**src/rtl/rxf_pkg.sv**
```systemverilog
package rxf_pkg;
  typedef logic [31:0] word_t;
  typedef struct packed {
    logic  last;
    word_t data;
  } slot_t;
  localparam int SLOT_W = $bits(slot_t);
endpackage

```
**src/rtl/rxf_ram.sv**
```systemverilog
module rxf_ram #(
  parameter int AW = 6,
  parameter int DW = 33,
  localparam int DEPTH = 1 << AW
) (
  input  logic          clk,
  input  logic          we,
  input  logic [AW-1:0] wa,
  input  logic [DW-1:0] wd,
  input  logic          re,
  input  logic [AW-1:0] ra,
  output logic [DW-1:0] q
);
  logic [DW-1:0] mem [DEPTH];

  always_ff @(posedge clk) begin
    if (we) mem[wa] <= wd;
    if (re) q <= mem[ra];
  end
endmodule

```
**src/rtl/rxf_packer.sv**
```systemverilog
module rxf_packer #(
  parameter int LEN_W     = 16,
  parameter int MIN_BYTES = 6
) (
  input  logic             clk,
  input  logic             rst,
  input  logic             flush,
  input  logic             byte_ok,
  input  logic [7:0]       byte_in,
  input  logic             byte_last,
  output logic             frm_first,
  output logic             w_go,
  output logic [31:0]      w_word,
  output logic [LEN_W-1:0] frm_len,
  output logic             frm_runt,
  output logic [7:0]       hdr_b0,
  output logic [7:0]       hdr_b1
);
  logic [LEN_W-1:0] idx;
  logic [LEN_W-1:0] idx_m2;
  logic [23:0]      acc;
  logic [1:0]       lane;
  logic             in_body;

  assign idx_m2    = idx - LEN_W'(2);
  assign lane      = idx_m2[1:0];
  assign in_body   = (idx >= LEN_W'(2));
  assign frm_first = (idx == '0);
  assign w_go      = byte_ok && in_body && (byte_last || lane == 2'd3);
  assign frm_len   = idx + LEN_W'(3);
  assign frm_runt  = (32'(idx) + 32'd1) < 32'(MIN_BYTES);

  always_comb begin
    case (lane)
      2'd0:    w_word = {24'd0, byte_in};
      2'd1:    w_word = {16'd0, byte_in, acc[7:0]};
      2'd2:    w_word = {8'd0, byte_in, acc[15:0]};
      default: w_word = {byte_in, acc};
    endcase
  end

  always_ff @(posedge clk) begin
    if (rst || flush) begin
      idx    <= '0;
      acc    <= '0;
      hdr_b0 <= '0;
      hdr_b1 <= '0;
    end else if (byte_ok) begin
      if (idx == LEN_W'(0)) hdr_b0 <= byte_in;
      if (idx == LEN_W'(1)) hdr_b1 <= byte_in;
      if (byte_last) begin
        idx <= '0;
        acc <= '0;
      end else begin
        idx <= idx + LEN_W'(1);
        if (in_body) begin
          if (lane == 2'd3) acc <= '0;
          else              acc[lane*8 +: 8] <= byte_in;
        end
      end
    end
  end
endmodule

```
**src/rtl/rx_frame_fifo.sv**
```systemverilog
module rx_frame_fifo
  import rxf_pkg::*;
#(
  parameter int DEPTH     = 64,
  parameter int MIN_BYTES = 6,
  localparam int AW = $clog2(DEPTH),
  localparam int CW = AW + 1
) (
  input  logic          clk,
  input  logic          rst,
  input  logic          rx_en,
  input  logic          drop_bad_crc,
  input  logic          fifo_flush,
  input  logic          in_valid,
  input  logic [7:0]    in_data,
  input  logic          in_last,
  input  logic          in_crc_bad,
  input  logic          in_phy_err,
  input  logic          rd_en,
  output logic          rd_valid,
  output logic [31:0]   rd_data,
  output logic [CW-1:0] pkt_count,
  output logic          pkt_avail,
  output logic          ovf_flag,
  output logic          err_flag
);
  localparam int LEN_W = 16;

  logic             byte_ok;
  logic             frm_first, w_go, frm_runt;
  logic [31:0]      w_word;
  logic [LEN_W-1:0] frm_len;
  logic [7:0]       hdr_b0, hdr_b1;

  logic [AW:0]      wr_cur, frm_base, cmt_ptr, rd_ptr, used;
  logic             full, dropping, frm_phy, pend_commit;
  logic [LEN_W-1:0] hdr_len;
  logic             needs_slot, hit_full, wr_adv, phy_any, discard;
  logic [AW:0]      base_now;
  logic             re, we;
  logic [AW-1:0]    wa;
  slot_t            wd, q;
  logic             inc, dec;
  logic [CW-1:0]    cnt_nx;

  assign byte_ok = in_valid && rx_en && !fifo_flush;

  rxf_packer #(.LEN_W(LEN_W), .MIN_BYTES(MIN_BYTES)) u_pack (
    .clk(clk), .rst(rst), .flush(fifo_flush), .byte_ok(byte_ok),
    .byte_in(in_data), .byte_last(in_last), .frm_first(frm_first),
    .w_go(w_go), .w_word(w_word), .frm_len(frm_len), .frm_runt(frm_runt),
    .hdr_b0(hdr_b0), .hdr_b1(hdr_b1)
  );

  assign used       = wr_cur - rd_ptr;
  assign full       = used[AW];
  assign needs_slot = byte_ok && (frm_first || w_go);
  assign hit_full   = needs_slot && full && !dropping;
  assign wr_adv     = needs_slot && !full && !dropping;
  assign phy_any    = frm_phy || in_phy_err;
  assign discard    = dropping || hit_full || frm_runt || phy_any ||
                      (in_crc_bad && drop_bad_crc);
  assign base_now   = frm_first ? wr_cur : frm_base;

  always_comb begin
    if (pend_commit) begin
      we = 1'b1;
      wa = frm_base[AW-1:0];
      wd = '{last: 1'b0, data: {hdr_b1, hdr_b0, hdr_len}};
    end else begin
      we = wr_adv && w_go;
      wa = wr_cur[AW-1:0];
      wd = '{last: in_last, data: w_word};
    end
  end

  assign re = rd_en && (rd_ptr != cmt_ptr) && !fifo_flush;

  rxf_ram #(.AW(AW), .DW(SLOT_W)) u_ram (
    .clk(clk), .we(we), .wa(wa), .wd(wd), .re(re), .ra(rd_ptr[AW-1:0]), .q(q)
  );

  assign rd_data = q.data;
  assign inc     = pend_commit;
  assign dec     = rd_valid && q.last;
  assign cnt_nx  = pkt_count + CW'(inc) - CW'(dec);

  always_ff @(posedge clk) begin
    if (rst || fifo_flush) begin
      wr_cur      <= '0;
      frm_base    <= '0;
      cmt_ptr     <= '0;
      rd_ptr      <= '0;
      dropping    <= 1'b0;
      frm_phy     <= 1'b0;
      pend_commit <= 1'b0;
      hdr_len     <= '0;
      rd_valid    <= 1'b0;
      pkt_count   <= '0;
      pkt_avail   <= 1'b0;
      ovf_flag    <= 1'b0;
      err_flag    <= 1'b0;
    end else begin
      pend_commit <= 1'b0;
      rd_valid    <= re;
      pkt_count   <= cnt_nx;
      pkt_avail   <= (cnt_nx != '0);
      if (re) rd_ptr <= rd_ptr + 1'b1;
      if (pend_commit) cmt_ptr <= wr_cur;
      if (byte_ok) begin
        if (frm_first) frm_base <= wr_cur;
        if (wr_adv) wr_cur <= wr_cur + 1'b1;
        if (hit_full) begin
          dropping <= 1'b1;
          ovf_flag <= 1'b1;
        end
        if (in_phy_err) frm_phy <= 1'b1;
        if (in_last) begin
          dropping <= 1'b0;
          frm_phy  <= 1'b0;
          if (frm_runt || phy_any || in_crc_bad) err_flag <= 1'b1;
          if (discard) wr_cur <= base_now;
          else begin
            pend_commit <= 1'b1;
            hdr_len     <= frm_len;
          end
        end
      end
    end
  end

  // availability follows the count
  a_r5_avail_matches_count: assert property (@(posedge clk) disable iff (rst)
    pkt_avail == (pkt_count != '0));

  // the count moves by at most one frame per cycle
  a_r5_count_step: assert property (@(posedge clk) disable iff (rst)
    !$past(fifo_flush) |-> ((pkt_count == $past(pkt_count)) ||
                            (pkt_count == $past(pkt_count) + 1'b1) ||
                            (pkt_count == $past(pkt_count) - 1'b1)));

  // with no frames counted, nothing committed is left to read
  a_r4_empty_no_data: assert property (@(posedge clk) disable iff (rst)
    (pkt_count == '0) |-> (rd_ptr == cmt_ptr));

  // source leaves an idle cycle for the header write
  a_r4_commit_gap: assert property (@(posedge clk) disable iff (rst)
    pend_commit |-> !(in_valid && rx_en));

  // overflow rises only when the FIFO was full
  a_r6_ovf_when_full: assert property (@(posedge clk) disable iff (rst)
    $rose(ovf_flag) |-> $past(full));

  // flush clears every status output
  a_r9_flush_clears: assert property (@(posedge clk) disable iff (rst)
    $past(fifo_flush) |-> (pkt_count == '0 && !pkt_avail && !ovf_flag &&
                           !err_flag && !rd_valid));

  // with receive disabled the write cursor does not move
  a_r10_rx_off_still: assert property (@(posedge clk) disable iff (rst)
    (!rx_en && !fifo_flush) |=> (wr_cur == $past(wr_cur)));
endmodule

```
**config.mk**
```make
export PLATFORM = sky130hd
export DESIGN_NAME = rx_frame_fifo
export DESIGN_NICKNAME = d
export VERILOG_FILES = /design/src/rtl/rxf_pkg.sv /design/src/rtl/rxf_ram.sv /design/src/rtl/rxf_packer.sv /design/src/rtl/rx_frame_fifo.sv
export SDC_FILE = /design/constraint.sdc
export NUM_CORES = 2
export LEC_CHECK = 0
export BUFFER_PORTS_ARGS = -buffer_cell sky130_fd_sc_hd__buf_2
export CORE_ASPECT_RATIO = 2
export CORE_MARGIN = 1
export CORE_UTILIZATION = 55
export DETAILED_ROUTE_END_ITERATION = 8
export PLACE_DENSITY = 0.79
export SLEW_MARGIN = 20
export SYNTH_ARGS = -nofsm -noshare
export SYNTH_HDL_FRONTEND = slang
export SYNTH_HIERARCHICAL = 1
export SYNTH_SLANG_ARGS = --single-unit
```
**constraint.sdc**
```tcl
create_clock -name clk -period 7.4 [get_ports clk]
set_clock_uncertainty 0.1 [all_clocks]
set_input_delay 2.22 -clock clk [delete_from_list [all_inputs] [get_ports clk]]
set_output_delay 2.22 -clock clk [all_outputs]
set_load 0.02 [all_outputs]
```
Word level (Yosys, flattened, before mapping)
Memories as Yosys holds them, arrays and structs flattened. A register that Yosys moved wholly into a read port is not among the register bits.
Cells that the tools add are included.
Widths: inputs -> output; s select.
{"block": "totals", "ff_bits": 114, "mem_bits_rw": 2112, "out_inout_bits": 43, "memories": 1}
{"block": "classes", "add_sub_neg": 10, "order_cmp": 2, "eq_ne": 5, "shift": 2, "muxes": 20, "n_bitwise": 3, "n_reduce_logical": 42}
{"name": "u_ram.mem", "words": 64, "word_bits": 33, "read_ports": 1, "rd_clocked_by_memory_dff": 1, "wr": 1, "line_no": "rxf_ram.sv:14", "source": "logic [DW-1:0] mem [DEPTH];"}
{"op": "$pmux 32 s3", "count": 1}
{"op": "$mux 24", "count": 3}
{"op": "$neg 5->34", "count": 1}
{"op": "$shift 8x34->24 const A", "count": 1}
{"op": "$shiftx 8x34->24", "count": 1}
{"op": "$mux 33", "count": 1}
{"op": "$lt 32x3->1 const B", "count": 1}
{"op": "$mux 7", "count": 4}
{"op": "$bwmux 24", "count": 1}
{"op": "$add 16x1->17 const B", "count": 1}
{"op": "$add 16x1->16 const B", "count": 1}
{"op": "$add 16x2->16 const B", "count": 1}
{"op": "$eq 16x1->1 const B", "count": 1}
{"op": "$ge 16x2->1 const B", "count": 1}
{"op": "$logic_not 16->1", "count": 1}
{"op": "$mux 16", "count": 1}
{"op": "$add 7x1->7 const B", "count": 2}
{"op": "$logic_and 1x1->1", "count": 14}
{"op": "$reduce_and 2->1", "count": 6}
{"op": "$logic_or 1x1->1", "count": 10}
{"op": "$mux 1", "count": 8}
{"op": "$add 7x1->7", "count": 1}
{"op": "$ne 7x7->1", "count": 1}
{"op": "$reduce_bool 7->1", "count": 1}
{"op": "12 further kinds", "count": 20}

Logic depth before layout (Yosys ltp)
{"block": "depth", "ltp_word": 14, "ltp_mapped": 16, "depth_no_buf": 13}

Hierarchy
The synthesis kept the hierarchy.
{"module": "rxf_ram", "instances": 1, "cells_each": 3598, "area_per_inst_um2": 81523.2}
{"module": "rx_frame_fifo", "instances": 1, "cells_each": 363, "area_per_inst_um2": 3404.5}
{"module": "rxf_packer", "instances": 1, "cells_each": 415, "area_per_inst_um2": 3291.9}

Least setup slack after synthesis
Ideal clock, no wire load.
{"block": "synth_timing", "path_kind": "input to register", "start": "input fifo_flush", "end": "memory u_ram.mem[48][0] (enable)", "setup_ps": 464, "arrival_time_ps": 7082, "required_ps": 6836, "setup_slack_ps": -246, "stages": 16, "path_buffers": 3, "path_cell_list": "nand3b_4 > inv_2 > buf_1 > clkbuf_1 > buf_1 > o21ai_0 > a21oi_1 > nor2_1 > nor3_4 > nand2_1 > mux2i_1 > nand2_1 > nand2_1 > nor2b_1 > nand4b_1 > nor3_1"}
{"block": "synth_between", "elab_chain_cells": 12}
{"item": "start, declared", "line_no": "rx_frame_fifo.sv:13", "source": "input logic fifo_flush,"}
{"item": "$logic_not 1->1 (*)", "line_no": "rx_frame_fifo.sv:46", "source": "assign byte_ok = in_valid && rx_en && !fifo_flush;"}
{"item": "$logic_and 1x1->1 (*)", "line_no": "rx_frame_fifo.sv:46"}
{"item": "via byte_ok", "line_no": "rx_frame_fifo.sv:29", "source": "logic byte_ok;"}
{"item": "$logic_and 1x1->1 (*) (2 in a row)", "line_no": "rxf_packer.sv:29", "source": "assign w_go = byte_ok && in_body && (byte_last || lane == 2'd3);"}
{"item": "via w_go", "line_no": "rx_frame_fifo.sv:30", "source": "logic frm_first, w_go, frm_runt;"}
{"item": "$logic_or 1x1->1", "line_no": "rx_frame_fifo.sv:57", "source": "assign needs_slot = byte_ok && (frm_first || w_go);"}
{"item": "$logic_and 1x1->1", "line_no": "rx_frame_fifo.sv:57"}
{"item": "$logic_and 1x1->1 (2 in a row)", "line_no": "rx_frame_fifo.sv:59", "source": "assign wr_adv = needs_slot && !full && !dropping;"}
{"item": "$logic_and 1x1->1 (*)", "line_no": "rx_frame_fifo.sv:71", "source": "we = wr_adv && w_go;"}
{"item": "$mux 1 (*)", "line_no": "rx_frame_fifo.sv:66", "source": "if (pend_commit) begin"}
{"item": "via we", "line_no": "rx_frame_fifo.sv:40", "source": "logic re, we;"}
{"item": "$mux 1 (*)", "line_no": "rxf_ram.sv:17", "source": "if (we) mem[wa] <= wd;"}
{"item": "$mux 1 (implied by the code) (*)", "line_no": "rxf_ram.sv:17"}
{"item": "end, declared", "line_no": "rxf_ram.sv:14"}
Mark *: on every way through the listed nets, which the timed path passes. The rest lies on a longest branch.

Final worst setup path
{"block": "layout_timing", "start": "input fifo_flush", "end": "memory u_ram.mem[0][13] (enable)"}
{"block": "layout_between", "elab_chain_cells": 12}
{"item": "$logic_not 1->1 (*)", "line_no": "rx_frame_fifo.sv:46"}
{"item": "$logic_and 1x1->1 (*)", "line_no": "rx_frame_fifo.sv:46"}
{"item": "$logic_and 1x1->1 (*) (2 in a row)", "line_no": "rxf_packer.sv:29"}
{"item": "via w_go", "line_no": "rx_frame_fifo.sv:30"}
{"item": "$logic_or 1x1->1", "line_no": "rx_frame_fifo.sv:57"}
{"item": "$logic_and 1x1->1", "line_no": "rx_frame_fifo.sv:57"}
{"item": "$logic_and 1x1->1 (2 in a row)", "line_no": "rx_frame_fifo.sv:59"}
{"item": "$logic_and 1x1->1 (*)", "line_no": "rx_frame_fifo.sv:71"}
{"item": "$mux 1 (*)", "line_no": "rx_frame_fifo.sv:66"}
{"item": "via we", "line_no": "rx_frame_fifo.sv:40"}
{"item": "$mux 1 (*)", "line_no": "rxf_ram.sv:17"}
{"item": "$mux 1 (implied by the code) (*)", "line_no": "rxf_ram.sv:17"}
Marked as above.

==> impl_metrics.toml <==
[yosys]
synthCells = 4376
syn_area_per_cell_um2 = 20.2
ys.flop_type = "edfxtp_1"
syn_area_um2 = 88200
ys_seq_area_share_pct = 75.6
synth-edff-count = 2145
synth.distinct_cells = 80
ys_warn_count = 6
ys_ff_latch = 2259
synthArstFlopShare_pct = 0
synth_nets = 4415

[cells_and_area]
fin_nets = 4535
utilization_pct = 61.2
final_cell_area_um2 = 97400
drive_gt1_share_pct = 23.8
syn2layout_area_growth_pct = 10.4
layoutNonFillerInstCount = 6723
fillCellCount = 10530

[sta]
fin_setup_tns_ps = 0
hold_slack_ps = 370
drv_slew = 0
setup_slack_ps = 1390
grt_setup_unrepaired = "false"
slew_headroom_pct = 15.3
setup_viol = 0
timing_hold_violations_final = 0
worst_pin_slew_ps = 1270
max_freq_mhz = 166
fin_crit_sh_pct = 81.2
fin_crit_ps = 6010

[grt]
grt_pass1_wl_um = 345000
antenna_found_initial = 13
grt_max_degree = 123
grt_overflow_total = 0
grt_usage_pct = 30.5
grt_pass1_vias = 46418

[hold_path]
timing.hold.worst.class = "reg -> reg"
hold_depth = 2
hold_path_end = "u_pack/acc[6]"
min_from = "u_pack/acc[6]"

[detailed_routing]
vias = 46251
firstDrtPassIters = 8
wire_per_inst_um = 36.5
routed_via_density = 6.88
ant_nets = 0
totalWireLength_um = 246000
drtIter0Drc = 6541
drcViolationCount = 0

[pwr]
p_int_mw = 19.1
power_density_nw_per_um2 = 243
p_total_mw = 23.7
power_frac_seq_pct = 58.5
p_sw_mw = 4.57
p_clk_share_pct = 40.9
combPwrFrac_pct = 0.7
peakVddDrop_uv = 207
leakagePower_nw = 28.1
switching_share_pct = 19.3

[flow_run]
cap_violations = 0

[placed_design]
io_buffers = 60
dp.final_hpwl_um = 150000
dp_slack_ps = 646
postPlaceCellArea_um2 = 91600
dp.cells = 6402
place_congestion = 0.934

[floorplan]
boundaryPins = 61
die_y_um = 568
row_count = 207
die_w_um = 285
core-area_um2 = 159000
die_area_um2 = 162000
start_util_pct = 55.5

[clock_network]
cts_tree = "yes"
cts_buffer_depth = 4
cts_made_buffers = 179
cts_resized = 0
cts_max_level = 4
root_buffer = "clkbuf_16"
hold_buffers = 0
path_clk_slew_ps = 70
cts_sinks = 2259
clock_latency_ps = 830
cts_setup_buffers = 0

[critical_path]
r2r_end = "u_ram/mem[0][13]"
r2r_slack_ps = 1790
worstPathArrival_ps = 6410
crit_type = "in -> reg"
cp_data_required_time_ps = 7800
cp-start-kind = "primary input"
reg2reg_depth = 14
critPathMaxFanout = 19
r2r_start = "u_pack/idx[2]"
endpoint_kind = "register"

[run_status]
status = "finished clean"
-- registers in the layout, summed over array words and instances, names as in the netlist, 7 cells and up --
| register | flops |
|---|---|
| u_ram/mem | 2112 |
| wr_cur | 7 |
| rd_ptr | 7 |
| u_pack/acc | 24 |
| u_pack/idx | 16 |
| hdr_len | 16 |
| u_pack/hdr_b1 | 8 |
| u_pack/hdr_b0 | 8 |
| pkt_count | 7 |
| frm_base | 7 |
| cmt_ptr | 7 |
| u_ram/q | 33 |
-- logic make-up (layout without fill, tap and decap cells) --
group	Yosys count	count (layout)	share of synthesized area [%]
multiplexers	673	673	14.6
other	0	4	0
AO/OA/AOI/OAI	427	427	3.58
XOR/XNOR	42	42	0.417
AND/OR/NAND/NOR	661	661	3.69
flip-flops	2259	2259	75.6
adder cells (fa/ha/maj)	21	21	0.306
buffers and inverters	293	546	1.82
-- Yosys cell counts (9+ instances only) --
master,instances,area share (%)
a221oi_1,9,0.089
nor3_1,21,0.12
a31oi_1,11,0.078
nand3_1,132,0.75
a21oi_1,44,0.25
o221ai_1,46,0.46
mux2_2,44,0.56
nor4_1,14,0.099
and2_1,29,0.21
edfxtp_1,2145,73
xor2_1,18,0.18
inv_1,24,0.10
a211oi_2,13,0.18
nand2_1,151,0.64
o21ai_0,39,0.22
xnor2_1,24,0.24
o22ai_1,60,0.43
a211oi_1,20,0.17
buf_4,27,0.23
nor2_1,166,0.71
a22o_1,16,0.16
mux4_2,485,12
o211ai_1,13,0.11
nor2b_1,27,0.19
buf_6,30,0.38
buf_1,18,0.077
ha_1,20,0.28
mux2i_1,143,1.6
nand4_1,51,0.36
and3_1,23,0.16
clkbuf_1,114,0.49
o31ai_1,24,0.20
buf_2,67,0.38
a211o_1,9,0.089
a22oi_1,82,0.70
dfxtp_1,114,2.6
-- final cells by class --
type / count / area, um^2 / share of cell area (%)
sequential: 2259 / 66700 / 68.5
multi-input combinational: 1824 / 20600 / 21.1
clock buffer: 209 / 4680 / 4.80
tap: 2090 / 2620 / 2.69
timing repair buffer: 204 / 1680 / 1.72
clock inverter: 105 / 1040 / 1.07
inverter: 28 / 105 / 0.108
antenna: 4 / 10.0 / 0.0103
-- worst max-delay path, cell delays in order --
cell	delay, ps
buf_2	160
nand3b_4	250
inv_2	100
o21ai_0	80
a21oi_1	310
nor2_1	120
nor3_4	270
nand2_1	110
mux2i_1	320
nand2_1	150
nand2_1	300
nor2b_1	360
nand2_1	520
buf_4	360
nor2_4	490
buf_12	260
-- cells in the final DEF, fill, tap and decap left out, types with 25 or more instances in the layout --
master / netlist / routed
edfxtp_1: 2145 / 2145
mux4_2: 485 / 485
clkbuf_16: 0 / 183
nand2_1: 151 / 151
mux2i_1: 143 / 143
nand3_1: 132 / 132
buf_4: 27 / 121
dfxtp_1: 114 / 108
nor2_1: 166 / 97
a22oi_1: 82 / 82
nor2_4: 0 / 65
buf_2: 67 / 60
o22ai_1: 60 / 59
nand4_1: 51 / 51
o221ai_1: 46 / 46
clkinv_1: 2 / 45
a21oi_1: 44 / 44
o21ai_0: 39 / 38
and2_1: 29 / 29
clkbuf_1: 114 / 26
mux2_2: 44 / 25
-- routing by layer --
metal / vias to the layer above / wire length [um] / track usage, %
li1: 18327 / - / -
met1: 23664 / 73000 / 33.9
met2: 3463 / 125000 / 52.0
met3: 785 / 22900 / 4.51
met4: 12 / 24900 / 24.7
met5: - / 81 / 0
-- worst max-delay path by stage --
stage | start | end | slack, ps | cells past startpoint
after floorplan | fifo_flush | u_ram/mem[62][0] | 530 | 16
after global placement | fifo_flush | u_ram/mem[0][15] | 750 | 16
after detailed placement | fifo_flush | u_ram/mem[0][10] | 650 | 16
after CTS | fifo_flush | u_ram/mem[0][13] | 1470 | 16
after global routing | in_last | u_ram/mem[0][13] | 1160 | 14
final | fifo_flush | u_ram/mem[0][13] | 1390 | 16
-- power by group through the flow --
stage / clock network, mW / registers, mW / logic (mW)
2_1_floorplan: 0 / 14.1 / 0.0703
3_3_place_gp: 0 / 14.1 / 0.147
3_5_place_dp: 0 / 14.1 / 0.154
4_1_cts: 9.69 / 13.8 / 0.155
5_1_grt: 10.1 / 13.8 / 0.160
6_report: 9.67 / 13.8 / 0.156
(Power assumes the default switching activity.)
